===== src/rtl/cs_skip_pkg.sv =====
package cs_skip_pkg;

  typedef enum logic [1:0] {
    OP_NONE = 2'd0,
    OP_CPGT = 2'd1,
    OP_CPLT = 2'd2
  } cs_op_e;

  typedef enum logic [1:0] {
    PH_Q1 = 2'd0,
    PH_Q2 = 2'd1,
    PH_Q3 = 2'd2,
    PH_Q4 = 2'd3
  } cs_phase_e;

  localparam logic [6:0] OPC_CPGT = 7'b0110010;
  localparam logic [6:0] OPC_CPLT = 7'b0110000;

  function automatic cs_op_e cs_classify(input logic [15:0] word);
    if (word[15:9] == OPC_CPGT)      return OP_CPGT;
    else if (word[15:9] == OPC_CPLT) return OP_CPLT;
    else                             return OP_NONE;
  endfunction

endpackage


===== src/rtl/cs_decode.sv =====
module cs_decode
  import cs_skip_pkg::*;
#(
  parameter int F_W = 8
) (
  input  logic [15:0]    ins_word,
  output cs_op_e         op,
  output logic           acc_bit,
  output logic [F_W-1:0] f_field
);
  always_comb begin
    op      = cs_classify(ins_word);
    acc_bit = ins_word[F_W];
    f_field = ins_word[F_W-1:0];
  end
endmodule


===== src/rtl/cs_addr_gen.sv =====
module cs_addr_gen #(
  parameter int F_W       = 8,
  parameter int BANK_W    = 4,
  parameter int IDX_LIMIT = 8'h5F,
  localparam int ADDR_W   = BANK_W + F_W
) (
  input  logic              acc_bit,
  input  logic [F_W-1:0]    f_field,
  input  logic [BANK_W-1:0] bank_sel,
  input  logic              ext_mode,
  input  logic [ADDR_W-1:0] index_base,
  output logic [ADDR_W-1:0] addr
);
  localparam logic [BANK_W-1:0] LOW_BANK  = '0;
  localparam logic [BANK_W-1:0] HIGH_BANK = '1;
  localparam logic [F_W-1:0]    LIMIT     = F_W'(IDX_LIMIT);

  logic low_half;
  logic [ADDR_W-1:0] idx_sum;

  always_comb begin
    low_half = (f_field <= LIMIT);
    idx_sum  = index_base + {{BANK_W{1'b0}}, f_field};
    if (acc_bit)
      addr = {bank_sel, f_field};
    else if (ext_mode && low_half)
      addr = idx_sum;
    else if (low_half)
      addr = {LOW_BANK, f_field};
    else
      addr = {HIGH_BANK, f_field};
  end
endmodule


===== src/rtl/cs_compare.sv =====
module cs_compare
  import cs_skip_pkg::*;
#(
  parameter int DATA_W = 8
) (
  input  cs_op_e            op,
  input  logic [DATA_W-1:0] mem_byte,
  input  logic [DATA_W-1:0] wval,
  output logic              skip
);
  logic [DATA_W:0] diff;
  logic borrow, zero;

  always_comb begin
    diff   = {1'b0, mem_byte} - {1'b0, wval};
    borrow = diff[DATA_W];
    zero   = (diff[DATA_W-1:0] == '0);
    unique case (op)
      OP_CPGT: skip = !borrow && !zero;
      OP_CPLT: skip = borrow;
      default: skip = 1'b0;
    endcase
  end
endmodule


===== src/rtl/cs_sequencer.sv =====
module cs_sequencer
  import cs_skip_pkg::*;
#(
  parameter int SHORT_SQ = 1,
  parameter int LONG_SQ  = 2,
  localparam int CNT_W   = $clog2(LONG_SQ + 1)
) (
  input  logic      clk,
  input  logic      rst_n,
  input  logic      take,
  input  logic      take_cmp,
  input  logic      skip,
  input  logic      two_word,
  output cs_phase_e phase,
  output logic      active,
  output logic      squash
);
  logic [CNT_W-1:0] sq_cnt;

  always_ff @(posedge clk or negedge rst_n) begin
    if (!rst_n) begin
      phase  <= PH_Q1;
      active <= 1'b0;
      sq_cnt <= '0;
    end else begin
      phase <= cs_phase_e'(phase + 2'd1);
      if (phase == PH_Q1 && take)
        active <= take_cmp;
      else if (phase == PH_Q4)
        active <= 1'b0;
      if (phase == PH_Q4) begin
        if (active)
          sq_cnt <= skip ? (two_word ? CNT_W'(LONG_SQ) : CNT_W'(SHORT_SQ)) : '0;
        else if (sq_cnt != '0)
          sq_cnt <= sq_cnt - 1'b1;
      end
    end
  end

  assign squash = (sq_cnt != '0);
endmodule


===== src/rtl/cs_skip_unit.sv =====
module cs_skip_unit
  import cs_skip_pkg::*;
#(
  parameter int DATA_W = 8,
  parameter int BANK_W = 4
) (
  input  logic                     clk,
  input  logic                     rst_n,
  input  logic                     ins_valid,
  output logic                     ins_ready,
  input  logic [15:0]              ins_word,
  input  logic [DATA_W-1:0]        wreg,
  input  logic [BANK_W-1:0]        bank_sel,
  input  logic                     ext_mode,
  input  logic [BANK_W+DATA_W-1:0] index_base,
  input  logic                     next_two_word,
  output logic                     rd_req,
  output logic [BANK_W+DATA_W-1:0] rd_addr,
  input  logic [DATA_W-1:0]        rd_data,
  output logic [1:0]               q_phase,
  output logic                     squash,
  output logic                     busy
);
  localparam int ADDR_W = BANK_W + DATA_W;

  cs_op_e            dec_op, op_q;
  logic              dec_acc;
  logic [DATA_W-1:0] dec_f;
  logic [ADDR_W-1:0] dec_addr, addr_q;
  logic [DATA_W-1:0] w_q, mem_q;
  cs_phase_e         phase;
  logic              active, skip, take;

  cs_decode #(.F_W(DATA_W)) u_dec (
    .ins_word(ins_word), .op(dec_op), .acc_bit(dec_acc), .f_field(dec_f)
  );

  cs_addr_gen #(.F_W(DATA_W), .BANK_W(BANK_W)) u_addr (
    .acc_bit(dec_acc), .f_field(dec_f), .bank_sel(bank_sel),
    .ext_mode(ext_mode), .index_base(index_base), .addr(dec_addr)
  );

  assign ins_ready = (phase == PH_Q1) && !squash;
  assign take      = ins_valid && ins_ready;

  always_ff @(posedge clk or negedge rst_n) begin
    if (!rst_n) begin
      op_q   <= OP_NONE;
      addr_q <= '0;
      w_q    <= '0;
      mem_q  <= '0;
    end else begin
      if (take) begin
        op_q   <= dec_op;
        addr_q <= dec_addr;
        w_q    <= wreg;
      end
      if (rd_req)
        mem_q <= rd_data;
    end
  end

  cs_compare #(.DATA_W(DATA_W)) u_cmp (
    .op(op_q), .mem_byte(mem_q), .wval(w_q), .skip(skip)
  );

  cs_sequencer u_seq (
    .clk(clk), .rst_n(rst_n), .take(take), .take_cmp(dec_op != OP_NONE),
    .skip(skip), .two_word(next_two_word),
    .phase(phase), .active(active), .squash(squash)
  );

  assign rd_req  = active && (phase == PH_Q2);
  assign rd_addr = addr_q;
  assign q_phase = phase;
  assign busy    = active || squash;
endmodule


===== config.mk =====
export PLATFORM = sky130hd
export DESIGN_NAME = cs_skip_unit
export DESIGN_NICKNAME = d
export VERILOG_FILES = /design/src/rtl/cs_skip_pkg.sv /design/src/rtl/cs_decode.sv /design/src/rtl/cs_addr_gen.sv /design/src/rtl/cs_compare.sv /design/src/rtl/cs_sequencer.sv /design/src/rtl/cs_skip_unit.sv
export SDC_FILE = /design/constraint.sdc
export NUM_CORES = 1
export LEC_CHECK = 0
export CORE_MARGIN = 3
export CORE_UTILIZATION = 31
export CTS_BUF_LIST = sky130_fd_sc_hd__clkbuf_16
export DETAILED_ROUTE_END_ITERATION = 10
export PLACE_DENSITY_LB_ADDON = 0.08
export SYNTH_ARGS = -nofsm -noshare
export SYNTH_HDL_FRONTEND = slang
export SYNTH_SLANG_ARGS = --single-unit

===== constraint.sdc =====
create_clock -name clk -period 7.2 [get_ports clk]
set_input_delay 0.72 -clock clk [delete_from_list [all_inputs] [get_ports clk]]
set_output_delay 0.72 -clock clk [all_outputs]
set_load 0.01 [all_outputs]

==> impl_results.rst <==
.. list-table::
   :header-rows: 1

   * - Metric
     - Value
   * - Status
     - completed
   * - Mean number of vias per cell
     - 4.85
   * - Largest incremental delay on the critical path
     - 480 ps
   * - Number of enable-type register cells in the synthesized netlist
     - 0
   * - Largest net degree at the start of global routing
     - 36
   * - Number of nets in the layout
     - about 430
   * - Proportion of power drawn by combinational gates
     - 44.8%
   * - Switching Power
     - 310 µW
   * - Clock root buffer
     - sky130_fd_sc_hd__clkbuf_16
   * - Most used flip-flop cell after synthesis
     - sky130_fd_sc_hd__dfrtp_1
   * - Register area share after synthesis
     - 35.8%
   * - Global-route wire length before repair
     - slightly below 10,000 µm
   * - Max Clock Skew
     - 6.01 ps
   * - Layout overhead on the synthesized area
     - 38.8%
   * - Unrepaired setup endpoints after global routing
     - no
   * - Routed len/inst
     - 13.2 µm
   * - Final-report setup violation count
     - 0
   * - Average footprint of a synthesized cell
     - 8.67 µm²
   * - Clock tree buffer depth
     - 2
   * - Highest attainable clock frequency
     - 377 MHz
   * - Post-detailed-route count of antenna-violating nets
     - 0
   * - Crit path launch type
     - primary input
   * - Global-route usage over all layers
     - 13.8%
   * - Max Cap Violations
     - 0
   * - Synth Register Bits
     - 35
   * - Crit path max-delay cell type
     - sky130_fd_sc_hd__clkdlybuf4s50_1
   * - Worst endpoint data arrival time
     - 2810 ps
   * - Reg power frac
     - between 30 and 40%
   * - Antenna violations before repair
     - 0
   * - Power per cell area
     - around 270 mW/mm²
   * - Synth cell count leaders
     - 38 x sky130_fd_sc_hd__nand2_1, 35 x sky130_fd_sc_hd__dfrtp_1, 28 x sky130_fd_sc_hd__inv_1, 22 x sky130_fd_sc_hd__ha_1, 20 x sky130_fd_sc_hd__o21ai_0
   * - Clk Latency, worst-skew pair
     - 270 ps
   * - Placement Rows
     - 31
   * - Final total negative setup slack
     - 0 ps
   * - Core outline area
     - 0.00745 mm²
   * - Clock slew at reported path FFs
     - 60 ps
   * - CTS Hold Bufs
     - 0
   * - Setup repair bufs after CTS
     - 0
   * - Share of the synthesized area in the top cell type
     - 35.8%
   * - Combined flip-flop and latch cell area
     - 876 µm²
   * - Count of mapped cells out of synthesis
     - 282
   * - Part of the total power dissipated in the clock network
     - 22.9%
   * - Post-Synthesis Cell Area
     - 0.00245 mm²
   * - Area of combinational cells with multiple inputs
     - 0.00144 mm²
   * - Slew Viols, Final
     - 0
   * - Number of filler cells placed in the layout
     - around 740
   * - Routability congestion estimate
     - 0.789
   * - Total clock buffers created by CTS
     - 5
   * - Effective utilization at floorplan
     - about a third
   * - Violation count after the first detailed-routing iteration
     - 76
   * - Full die area
     - 0.00899 mm²
   * - Path class of the lowest-slack min-delay path
     - flop to flop
   * - Post-synth ARST share
     - between 90% and 100%
   * - Sink count of the clock tree
     - 35
   * - Final critical delay including setup and external delays
     - about 2600 ps
   * - Fin. Hold Viols
     - 0
   * - Router iterations before antenna repair
     - 4
   * - Leak
     - 0.00146 µW
   * - Peak supply drop
     - 0.0994 mV
   * - Chain of cells forming the critical path
     - clkdlybuf4s50_1, ha_1, inv_1, fa_1, nor2b_1, o21a_1, o211ai_1, a311oi_1, xnor2_1, a21oi_1
   * - Max FO, Critical Path
     - 3
   * - Worst Max-Slew Pin Slew
     - 791 ps
   * - Vias after detailed routing
     - 2,204
   * - Post-layout instance area
     - 0.00340 mm²
   * - Share of total power consumed by net switching
     - 34.2%
   * - Leading post-synthesis cells by cell area
     - sky130_fd_sc_hd__dfrtp_1 36%, sky130_fd_sc_hd__ha_1 11%, sky130_fd_sc_hd__nand2_1 5.8%, sky130_fd_sc_hd__inv_1 4.3%, sky130_fd_sc_hd__o21ai_0 4.1%
   * - Nets in the synthesized netlist
     - 359
   * - Num ports
     - 71
   * - Internal power consumption
     - about 600 µW
   * - Vertical extent of the die
     - 94.8 µm
   * - Layout cells sized above 1
     - 5.35%
   * - Worst slew margin relative to its limit
     - 47.3%
   * - Total of cells resized after clock tree synthesis
     - 0
   * - Overflow after GRT
     - 0
   * - Antenna fix cells
     - 0
   * - Die extent in x
     - 94.8 µm
   * - CP required
     - about 7400 ps
   * - Top cell type by total area after synthesis
     - sky130_fd_sc_hd__dfrtp_1
   * - Period utilisation layout
     - 36.8%
   * - Post-route DRC violation count
     - 0
   * - Half-perimeter wire length after detailed placement
     - 4750 µm
   * - Warnings, synthesis
     - 0
   * - Placed Instance Area
     - 0.00325 mm²
   * - Number of unique standard cell types used by synthesis
     - 47
   * - Most repeated cell in the gate-level netlist after synthesis
     - sky130_fd_sc_hd__nand2_1
   * - Clock tree from TritonCTS
     - done
   * - Vias in the first global route
     - 2,105
   * - I/O Buffers
     - 70
   * - Final core utilization
     - a little under half
   * - Crit. End Element
     - flop
   * - Worst Hold Slack
     - between 400 and 500 ps
   * - Critical path start-end classification
     - primary input to flop
   * - Count of H-tree levels built during CTS
     - 2
   * - Final routed wirelength across all metal layers
     - 5980 µm
power groups by stage:
stage / sequential (µW) / clock (µW) / combinational [µW]
after floorplan: 305 / 0 / 229
after global placement: 298 / 0 / 405
after detailed placement: 297 / 0 / 408
after CTS: 295 / 214 / 411
after global routing: 302 / 223 / 459
final: 293 / 208 / 406
state kept, by name, indices dropped and copies added, names as in the netlist:
register,cells
u_seq.active,1
u_seq.phase,2
rd_addr,12
mem_q,8
op_q,2
u_seq.sq_cnt,2
w_q,8
placed cells by master, fill, tap and decap left out, drive strengths merged, types with 2 or more instances in the layout:
cell,n
clkdlybuf4s50,69
nand2,38
dfrtp,35
inv,28
ha,22
o21ai,22
a21oi,16
nor2,15
nor3,13
nand3,9
nor2b,7
nand3b,6
mux2i,6
mux2,6
xnor2,5
clkbuf,5
nand2b,4
a31oi,4
nor4b,3
a21o,3
o211ai,3
o31ai,2
and3,2
a311oi,2
o21a,2
or4,2
fa,2
a211oi,2
o2111ai,2
clkinv,2
buf,2
kinds of logic (layout without fill, tap and decap cells):
| kind of cell | Yosys count | in the layout | share of synthesized area [%] |
|---|---|---|---|
| buffers and inverters | 34 | 107 | 5.22 |
| muxes | 12 | 12 | 5.22 |
| AOI/OAI and AO/OA | 64 | 64 | 16.7 |
| xor gates and xnor gates | 6 | 6 | 2.15 |
| adders and majority gates | 24 | 24 | 12.9 |
| DFF | 35 | 35 | 35.8 |
| and+or+nand+nor | 107 | 107 | 22.0 |
metrics by stage:
step / instances / worst slack (ps) / total power, µW
CTS: 454 / 4540 / 920
detailed placement: 446 / 4270 / 706
floorplan: 282 / 4880 / 534
global placement: 446 / 4330 / 703
global route: 454 / 4350 / 984
finish: 454 / 4550 / 907
critical path, delay by kind of cell:
kind	cells	cell delay [ps]
compound gates	4	680
fa+ha+maj	2	550
buf+inv	2	540
simple gates	1	170
xor+xnor	1	160
cell type report:
cell class                 instances  area share [%]
tap                               99            3.65
inverter                          28            3.10
sequential                        35            25.8
clock buffer                       5            3.68
clock inverter                     3           0.590
multi-input combinational        213            42.5
timing repair buffer              71            20.7
final timing paths:
| kind | start | end | slack (ps) | cells after the start |
|---|---|---|---|---|
| min in group asynchronous | rst_n | u_seq.phase[1]$_DFF_PN0_ | 530 | 1 |
| min | rd_addr[0]$_DFFE_PN0P_ | rd_addr[0]$_DFFE_PN0P_ | 480 | 2 |
| min reg2reg | rd_addr[0]$_DFFE_PN0P_ | rd_addr[0]$_DFFE_PN0P_ | 480 | 2 |
| max | ins_word[0] | rd_addr[10]$_DFFE_PN0P_ | 4550 | 10 |
| max reg2reg | w_q[0]$_DFFE_PN0P_ | u_seq.sq_cnt[1]$_DFFE_PN0P_ | 4710 | 8 |
| max in group asynchronous | rst_n | mem_q[2]$_DFFE_PN0P_ | 6160 | 1 |
metal layers:
layer  track usage [%]  vias up  wire length [µm]
met2              24.9       46              3110
met4              3.73        0                49
met5                 0        -                 0
met3              2.31        4               210
li1                  -     1131                 -
met1              16.9     1023              2600
No activity file was read; power rests on OpenSTA's default activity.
